`src/rtl/sup_pkg.sv`:
```
package sup_pkg;

    typedef enum logic [1:0] {
        MODE_OFF   = 2'd0,
        MODE_WAIT  = 2'd1,
        MODE_FAULT = 2'd2,
        MODE_RUN   = 2'd3
    } sup_mode_e;

    typedef struct packed {
        logic hiz;
        logic low;
    } od_drive_t;

endpackage

```
`src/rtl/sup_ls_timer.sv`:
```
module sup_ls_timer #(
    parameter int unsigned LS_CYCLES = 20
) (
    input  logic clk,
    input  logic rst_n,
    input  logic lo_good,
    output logic ls_ready
);
    localparam int unsigned CW = $clog2(LS_CYCLES + 1);

    typedef struct packed {
        logic [CW-1:0] cnt;
        logic          ready;
    } ls_state_t;

    ls_state_t st_d, st_q;

    always_comb begin
        st_d = st_q;
        if (!lo_good) begin
            st_d.cnt   = '0;
            st_d.ready = 1'b0;
        end else if (!st_q.ready) begin
            if (st_q.cnt == CW'(LS_CYCLES - 1)) begin
                st_d.cnt   = '0;
                st_d.ready = 1'b1;
            end else begin
                st_d.cnt = st_q.cnt + 1'b1;
            end
        end
    end

    always_ff @(posedge clk or negedge rst_n) begin
        if (!rst_n) begin
            st_q <= '0;
        end else begin
            st_q <= st_d;
        end
    end

    assign ls_ready = st_q.ready;

endmodule

```
`src/rtl/sup_hs_tracker.sv`:
```
module sup_hs_tracker #(
    parameter int unsigned HS_START_CYCLES = 8,
    parameter int unsigned HS_BLANK_CYCLES = 50
) (
    input  logic clk,
    input  logic rst_n,
    input  logic hs_alive,
    input  logic fault_set,
    output logic hs_ready,
    output logic hs_ready_set
);
    localparam int unsigned TOTAL = HS_START_CYCLES + HS_BLANK_CYCLES;
    localparam int unsigned CW    = $clog2(TOTAL + 1);

    typedef struct packed {
        logic [CW-1:0] cnt;
        logic          ready;
    } hs_state_t;

    hs_state_t st_d, st_q;
    logic      set_d;

    always_comb begin
        st_d  = st_q;
        set_d = hs_alive && !st_q.ready && (st_q.cnt == CW'(TOTAL - 1));
        if (!hs_alive) begin
            st_d.cnt = '0;
        end else if (st_q.cnt != CW'(TOTAL)) begin
            st_d.cnt = st_q.cnt + 1'b1;
        end
        if (set_d) begin
            st_d.ready = 1'b1;
        end else if (fault_set) begin
            st_d.ready = 1'b0;
        end
    end

    always_ff @(posedge clk or negedge rst_n) begin
        if (!rst_n) begin
            st_q <= '0;
        end else begin
            st_q <= st_d;
        end
    end

    assign hs_ready     = st_q.ready;
    assign hs_ready_set = set_d;

endmodule

```
`src/rtl/sup_fault_timer.sv`:
```
module sup_fault_timer #(
    parameter int unsigned FLT_CYCLES = 30
) (
    input  logic clk,
    input  logic rst_n,
    input  logic lo_good,
    input  logic ls_ready,
    input  logic hs_ready,
    input  logic hs_alive,
    input  logic hs_ready_set,
    output logic fault,
    output logic fault_set
);
    localparam int unsigned CW = $clog2(FLT_CYCLES + 1);

    typedef struct packed {
        logic [CW-1:0] cnt;
        logic          fault;
    } flt_state_t;

    flt_state_t st_d, st_q;
    logic       counting;
    logic       set_d;

    always_comb begin
        st_d     = st_q;
        set_d    = 1'b0;
        counting = lo_good && ls_ready && !st_q.fault && (!hs_ready || !hs_alive);
        if (!counting) begin
            st_d.cnt = '0;
        end else if (st_q.cnt == CW'(FLT_CYCLES - 1)) begin
            st_d.cnt = '0;
            set_d    = !hs_ready_set;
        end else begin
            st_d.cnt = st_q.cnt + 1'b1;
        end
        if (!lo_good || hs_ready_set) begin
            st_d.fault = 1'b0;
        end else if (set_d) begin
            st_d.fault = 1'b1;
        end
    end

    always_ff @(posedge clk or negedge rst_n) begin
        if (!rst_n) begin
            st_q <= '0;
        end else begin
            st_q <= st_d;
        end
    end

    assign fault     = st_q.fault;
    assign fault_set = set_d;

endmodule

```
`src/rtl/cmp_out_supervisor.sv`:
```
module cmp_out_supervisor #(
    parameter int unsigned LS_CYCLES       = 20,
    parameter int unsigned HS_START_CYCLES = 8,
    parameter int unsigned HS_BLANK_CYCLES = 50,
    parameter int unsigned FLT_CYCLES      = 30
) (
    input  logic clk,
    input  logic rst_n,
    input  logic lo_good,
    input  logic hi_good,
    input  logic hi_link,
    input  logic cmp_raw,
    output logic od_pull_low,
    output logic od_hiz,
    output logic pp_out
);
    import sup_pkg::*;

    logic             hs_alive;
    logic             ls_ready;
    logic             hs_ready;
    logic             hs_ready_set;
    logic             fault;
    logic             fault_set;
    logic             hold_d, hold_q;
    sup_mode_e        mode;
    od_drive_t        drv;

    assign hs_alive = hi_good && hi_link;

    sup_ls_timer #(
        .LS_CYCLES(LS_CYCLES)
    ) u_ls (
        .clk      (clk),
        .rst_n    (rst_n),
        .lo_good  (lo_good),
        .ls_ready (ls_ready)
    );

    sup_hs_tracker #(
        .HS_START_CYCLES(HS_START_CYCLES),
        .HS_BLANK_CYCLES(HS_BLANK_CYCLES)
    ) u_hs (
        .clk          (clk),
        .rst_n        (rst_n),
        .hs_alive     (hs_alive),
        .fault_set    (fault_set),
        .hs_ready     (hs_ready),
        .hs_ready_set (hs_ready_set)
    );

    sup_fault_timer #(
        .FLT_CYCLES(FLT_CYCLES)
    ) u_flt (
        .clk          (clk),
        .rst_n        (rst_n),
        .lo_good      (lo_good),
        .ls_ready     (ls_ready),
        .hs_ready     (hs_ready),
        .hs_alive     (hs_alive),
        .hs_ready_set (hs_ready_set),
        .fault        (fault),
        .fault_set    (fault_set)
    );

    always_comb begin
        if (!lo_good) begin
            mode = MODE_OFF;
        end else if (!ls_ready) begin
            mode = MODE_WAIT;
        end else if (fault) begin
            mode = MODE_FAULT;
        end else if (hs_ready) begin
            mode = MODE_RUN;
        end else begin
            mode = MODE_WAIT;
        end
    end

    always_comb begin
        hold_d = hold_q;
        unique case (mode)
            MODE_OFF, MODE_WAIT: begin
                drv.hiz = 1'b1;
                drv.low = 1'b0;
            end
            MODE_FAULT: begin
                drv.hiz = 1'b0;
                drv.low = 1'b1;
            end
            MODE_RUN: begin
                drv.hiz = 1'b0;
                if (hs_alive) begin
                    drv.low = !cmp_raw;
                    hold_d  = !cmp_raw;
                end else begin
                    drv.low = hold_q;
                end
            end
            default: begin
                drv.hiz = 1'b1;
                drv.low = 1'b0;
            end
        endcase
    end

    always_ff @(posedge clk or negedge rst_n) begin
        if (!rst_n) begin
            hold_q <= 1'b0;
        end else begin
            hold_q <= hold_d;
        end
    end

    assign od_hiz      = drv.hiz;
    assign od_pull_low = drv.low;
    assign pp_out      = drv.low;

endmodule

```
`config.mk`:
```
export PLATFORM = sky130hd
export DESIGN_NAME = cmp_out_supervisor
export DESIGN_NICKNAME = d
export VERILOG_FILES = /design/src/rtl/sup_pkg.sv /design/src/rtl/sup_ls_timer.sv /design/src/rtl/sup_hs_tracker.sv /design/src/rtl/sup_fault_timer.sv /design/src/rtl/cmp_out_supervisor.sv
export SDC_FILE = /design/constraint.sdc
export NUM_CORES = 1
export LEC_CHECK = 0
export BUFFER_PORTS_ARGS = -buffer_cell sky130_fd_sc_hd__buf_4
export CAP_MARGIN = 30
export CORE_UTILIZATION = 55
export CTS_CLUSTER_DIAMETER = 50
export DETAILED_ROUTE_END_ITERATION = 16
export GPL_TIMING_DRIVEN = 0
export PLACE_DENSITY = 0.77
export SLEW_MARGIN = 20
export SYNTH_ARGS = -nofsm -noshare
export SYNTH_HDL_FRONTEND = slang
export SYNTH_SLANG_ARGS = --single-unit
```
`constraint.sdc`:
```
create_clock -name clk -period 1.6 [get_ports clk]
set_clock_uncertainty 0.1 [all_clocks]
set_input_delay 0.08 -clock clk [delete_from_list [all_inputs] [get_ports clk]]
set_output_delay 0.08 -clock clk [all_outputs]
set_load 0.005 [all_outputs]
```
==> results of run 1 <==
## registers in the layout, summed over array words and instances (netlist names)
signal and count:
u_hs.st_q 6, u_flt.st_q 5, u_ls.st_q 5, hold_q 1, u_flt.fault 1, u_hs.hs_ready 1, u_ls.ls_ready 1
## per-layer routing
metal / global-route usage [%] / vias up / share of wire (%) / routed length, um
met5: 0 / - / 0 / 0
met4: 8.48 / 0 / 0.63 / 12
met3: 3.57 / 2 / 3.6 / 69
met2: 32.3 / 19 / 48 / 906
met1: 27.9 / 378 / 48 / 909
li1: - / 390 / - / -
## cell families (layout without fill, tap and decap cells)
kind of cell             after synthesis  in the layout
flip-flops                            20             20
adder cells (fa/ha/maj)                6              6
AND/OR/NAND/NOR                       36             36
AO/OA/AOI/OAI                         23             23
buffers and inverters                 11             25
multiplexers                           1              1
XOR/XNOR                               6              6
## power groups by stage
stage	clock (mW)	combinational, mW	sequential [mW]
6_report	0.289	0.0662	0.524
5_1_grt	0.319	0.0737	0.526
4_1_cts	0.297	0.0657	0.524
3_5_place_dp	0	0.0596	0.534
3_3_place_gp	0	0.0573	0.533
2_1_floorplan	0	0.0330	0.532
## layout make-up
cell class                      count  area [um2]
Multi-Input combinational cell     72         497
Tap cell                           25        31.3
Buffer                              4        28.8
Fill cell                         123         543
Clock buffer                        4        36.3
Inverter                            7        26.3
Timing Repair Buffer               10        82.6
Sequential cell                    20         500
## metrics by stage
stage	hold WS (ns)	power, mW	utilization, %	setup WS, ns
2_1_floorplan	-0.316	0.565	-	0.283
3_3_place_gp	-0.129	0.591	64.7	0.152
3_5_place_dp	-0.128	0.594	64.7	0.103
4_1_cts	0.0326	0.887	68.5	0.0159
5_1_grt	0.0524	0.919	68.9	0.00192
6_report	0.0455	0.879	68.9	0.0926
## layout by cell type (no fill, tap or decap), types with 2 or more instances in the layout
master          n
a211o_1         2
a21boi_0        2
a21oi_1         4
a21oi_2         2
buf_4           8
clkbuf_4        3
dfrtp_1        20
dlygate4sd3_1   3
ha_1            6
inv_1           7
nand2_1         3
nand3_1         9
nand4b_1        2
nor2_1          9
nor2b_1         3
o21ai_0         6
xor2_1          5
## worst paths after layout
path / startpoint / end / slack (ns) / cells past startpoint
setup / recovery: u_flt.st_q[2] / u_hs.hs_ready / 0.09 / 5
setup reg to reg: u_flt.st_q[2] / u_hs.hs_ready / 0.09 / 5
max in group asynchronous: rst_n / u_ls.st_q[2] / 1.11 / 2
hold / removal: hi_link / hold_q / 0.05 / 3
hold reg to reg: hold_q / hold_q / 0.40 / 2
min in group asynchronous: rst_n / u_hs.st_q[6] / 0.08 / 2
## worst max-delay path: stages (launching register included)
cell and delay, ns:
dfrtp_1 0.42, inv_1 0.06, ha_1 0.12, nand4_1 0.14
nor4b_1 0.39, o21ai_0 0.14
## timing repair
item                                   CTS  global route
hold buffers                             3             0
setup endpoints to repair                0             2
gates resized for setup                  0             3
endpoints found under the hold margin   22             0
==> out/metrics.yaml, run 1 <==
cells_and_area:
  nets: 130
  stdcell_area_mm2: 0.00120
  areaGrowthSynthToFinish_pct: 15.0
  drive_gt1_share_pct: 16.2
  fin_cells: 142
  n_antenna_cell: 0
floorplan:
  core_area_mm2: 0.00175
  rows: 15
  pin_count: 9
  start_util_pct: 59.9
  dieHeight_um: 45.6
  die_area_mm2: 0.00208
  die_w_um: 45.6
setup_path:
  end_kind: "flip-flop"
  crit_type: "reg2reg"
  cp-start-kind: "flip-flop"
  crit_required_ns: 1.67
  worstPathArrival_ns: 1.58
  cp_max_fo: 3
routing:
  viasPerCell: 5.56
  drc: 0
  drt_iter0_drc: 14
  antenna_left: 0
  drt-total-wl_um: 1900
  dr.pass1.iters: 4
  wl_per_cell_um: 13.4
  vias: 789
clock_network:
  clk_path_buf_depth: 2
  tritoncts: "built"
  worstSkewPairLatency_ns: 0.30
  numCtsBuffers: 3
  cts-root-buf: "clkbuf_4"
  clock-sinks: 20
  path_clk_slew_ns: 0.11
  cts_setup_buffers: 0
  cts_max_level: 1
logic_synthesis:
  ys_seq_area_share_pct: 47.8
  synth_commonest_cells: "dfrtp_1, nand3_1, nor2_1"
  synth_ff_type: "dfrtp_1"
  syn-num-nets: 115
  synth_compound_area_share_pct: 14.6
  yosys.area_share.xor_xnor_pct: 5.02
  synth_top_family_by_area: "simple AND/OR/NAND/NOR gates"
  synth_top_area_share_pct: 47.8
  syn_area_per_cell_um2: 10.2
  synth_cell_type_count: 35
  yosys_warnings: 0
  async_flop_share_pct: 100
  synth-simple-area-share_pct: 19.1
  synth_seq_cells: 20
  synthTopCellsByArea: "dfrtp_1, ha_1, nand3_1, xor2_1, o21ai_0"
  synthMuxAreaShare_pct: 0.957
  synth_cells: 103
  post-synth-top-count-cell: "dfrtp_1"
  synth_edf_count: 0
  syn_area_mm2: 0.00105
  yosys.area.top_type: "dfrtp_1"
  synth-adder-area-share_pct: 7.18
timing:
  setup_viol: 0
  finalHoldViolations: 0
  fin_crit_sh_pct: 94.2
  final.min_clock_period_ns: 1.51
  drv_slew: 0
  rsz0062_at_grt: "false"
  tns_ns: 0
  relSlewSlack_pct: 76.2
  fmax_mhz: 663
  tightest_slew_ns: 0.352
global_route:
  grt_pass1_wl_um: 3040
  grt_overflow: 0
  grt_max_degree: 21
  grtUsageTotal_pct: 20.6
  antenna_found_initial: 0
  grt_pass1_vias: 724
power_and_ir_drop:
  p_leak_nw: 0.552
  power_density_mw_per_mm2: 731
  p_int_uw: 683
  switching_share_pct: 22.3
  seq_power_share_pct: 59.6
  pwr-share-clk_pct: 32.9
  vdd_drop_max_mv: 0.439
  combPwrFrac_pct: 7.5
  switchingPower_uw: 196
placement:
  place.gp.congestion: 0.749
  dpl-instance-area_mm2: 0.00113
  placed_cells: 135
  dp_hpwl_um: 1360
  io_buffers: 7
run_status:
  run_status: "completed"
hold_path:
  hold_class: "in2reg"
job:
  timing.max_cap.violations: 0
(Power assumes the default switching activity.)
==> run 2, diff against run 1 <==
--- a/config.mk
+++ b/config.mk
@@ -11,7 +11,9 @@
 export CTS_CLUSTER_DIAMETER = 50
 export DETAILED_ROUTE_END_ITERATION = 16
 export GPL_TIMING_DRIVEN = 0
+export MAX_ROUTING_LAYER = met4
 export PLACE_DENSITY = 0.77
+export RECOVER_POWER = 25
 export SLEW_MARGIN = 20
 export SYNTH_ARGS = -nofsm -noshare
 export SYNTH_HDL_FRONTEND = slang
==> run 2 against run 1 <==
Maximum frequency up 0.85%. Highest routed layer unchanged. Register-to-register slack about the same. Sequential share of layout area is 0.13 points higher. Hold slack got worse by 0.0028 ns. Non-clock buffer count unchanged. Clock power barely moved. Power fell by 0.12%. Sequential power hardly changed. Routed wire length fell by 0.21%. Critical endpoint unchanged.
==> out/metrics.yaml, run 2 (synthesis gave the netlist of run 1 again) <==
cells_and_area:
  largest_reg_flops: 6
  nets: 130
  largestRegisters: "u_hs.st_q (6), u_flt.st_q (5), u_ls.st_q (5)"
  final_cell_mix: "dfrtp_1, nand3_1, nor2_1"
  layout_commonest_cell: "dfrtp_1"
  n_antenna_cell: 0
  drive_gt1_share_pct: 15.4
  areaGrowthSynthToFinish_pct: 14.6
  largest_register: "u_hs.st_q"
  stdcell_area_mm2: 0.00120
clock_network:
  clock-sinks: 20
  tritoncts: "built"
  cts-root-buf: "clkbuf_4"
  worstSkewPairLatency_ns: 0.30
  cts_max_level: 1
  clk_path_buf_depth: 2
  path_clk_slew_ns: 0.11
  cts_setup_buffers: 0
  numCtsBuffers: 3
placement:
  io_buffers: 7
  place.gp.congestion: 0.759
  dp_hpwl_um: 1360
  dpl-instance-area_mm2: 0.00113
global_route:
  grt_max_degree: 21
  grt_overflow: 0
  grt_pass1_wl_um: 3040
  grt_pass1_vias: 724
  antenna_found_initial: 0
  grtUsageTotal_pct: 21.2
floorplan:
  die_area_mm2: 0.00208
  core_area_mm2: 0.00175
  start_util_pct: 59.9
  rows: 15
  die_w_um: 45.6
  pin_count: 9
  dieHeight_um: 45.6
power_and_ir_drop:
  switching_share_pct: 22.4
  seq_power_share_pct: 59.7
  vdd_drop_max_mv: 0.439
  power_density_mw_per_mm2: 733
  combPwrFrac_pct: 7.4
  p_int_uw: 682
  p_leak_nw: 0.548
  pwr-share-clk_pct: 33.0
  power_uw: 878
  switchingPower_uw: 197
setup_path:
  cp-start-kind: "flip-flop"
  slowest_delay_ns: 0.42
  cp_top_family: "simple AND/OR/NAND/NOR gates"
  cp_slowest_cell: "dfrtp_1"
  crit_buf_inv: 1
  crit_chain: "inv_1 -> ha_1 -> nand4_1 -> nor4b_1 -> o21ai_0"
  end_kind: "flip-flop"
  crit_type: "reg2reg"
  crit_required_ns: 1.67
  cp_max_fo: 3
  worstPathArrival_ns: 1.57
routing:
  drt_iter0_drc: 14
  viasPerCell: 5.59
  drc: 0
  antenna_left: 0
  wl_per_cell_um: 13.3
  dr.pass1.iters: 4
  vias: 794
  drt-total-wl_um: 1890
timing:
  fin_crit_sh_pct: 93.4
  final.min_clock_period_ns: 1.49
  finalHoldViolations: 0
  relSlewSlack_pct: 28.5
  drv_slew: 0
  fmax_mhz: 669
  tns_ns: 0
  rsz0062_at_grt: "false"
  setup_viol: 0
  tightest_slew_ns: 1.07
hold_path:
  hold_class: "in2reg"
job:
  timing.max_cap.violations: 0
run_status:
  run_status: "completed"
-- run 2: changes by cell type in the layout (fill, tap and decap cells not counted), sizes merged --
cell    previous run  this run
clkbuf             5         6
buf               10         9
-- run 2: area by class of cell --
type | instances | area [um2]
inverters | 7 | 26.3
plain buffers | 4 | 28.8
fillers | 125 | 547
flip-flops and latches | 20 | 500
well taps | 25 | 31.3
repair buffers | 10 | 78.8
multi-input cells | 72 | 497
clock buffers | 4 | 36.3
-- run 2: worst min-delay path, cell delays in order --
cell	delay, ns
buf_4	0.12
nand3_1	0.13
o41ai_1	0.09
-- run 2: path summary, 6_finish.rpt --
check	start	to	slack [ns]	cells past startpoint
worst max-delay path	u_flt.st_q[2]	u_hs.hs_ready	0.11	5
worst min-delay path	hi_link	hold_q	0.04	3
worst max register to register	u_flt.st_q[2]	u_hs.hs_ready	0.11	5
worst min register to register	hold_q	hold_q	0.40	2
max in group asynchronous	rst_n	u_flt.st_q[4]	0.38	2
min in group asynchronous	rst_n	u_hs.st_q[6]	0.38	2
-- run 2: what timing repair did --
| item | CTS | global route |
|---|---|---|
| setup endpoints to repair | 0 | 2 |
| hold endpoints to repair | 22 | 0 |
| gates resized for setup | 0 | 3 |
| hold buffers | 3 | 0 |
-- run 2: metrics by stage --
stage / setup slack [ns] / instances / hold WS [ns] / util, %
6_report: 0.105 / 142 / 0.0427 / 68.7
5_1_grt: 0.00192 / 142 / 0.0524 / 68.7
4_1_cts: 0.0159 / 142 / 0.0326 / 68.5
3_5_place_dp: 0.103 / 135 / -0.128 / 64.7
3_3_place_gp: 0.152 / 135 / -0.129 / 64.7
2_1_floorplan: 0.283 / 103 / -0.316 / -
-- run 2: routing by layer --
layer	track usage [%]	vias up	share of wire (%)
met2	32.3	19	49
met4	8.48	0	0.63
li1	-	393	-
met3	3.57	2	3.6
met1	27.9	380	47
met5	-	-	0
-- run 2: power groups by stage --
stage	registers (mW)	logic [mW]	clock network, mW
after floorplan	0.532	0.0330	0
after global placement	0.533	0.0573	0
after CTS	0.524	0.0657	0.297
after global routing	0.526	0.0725	0.319
after detailed placement	0.534	0.0596	0
final	0.524	0.0647	0.290
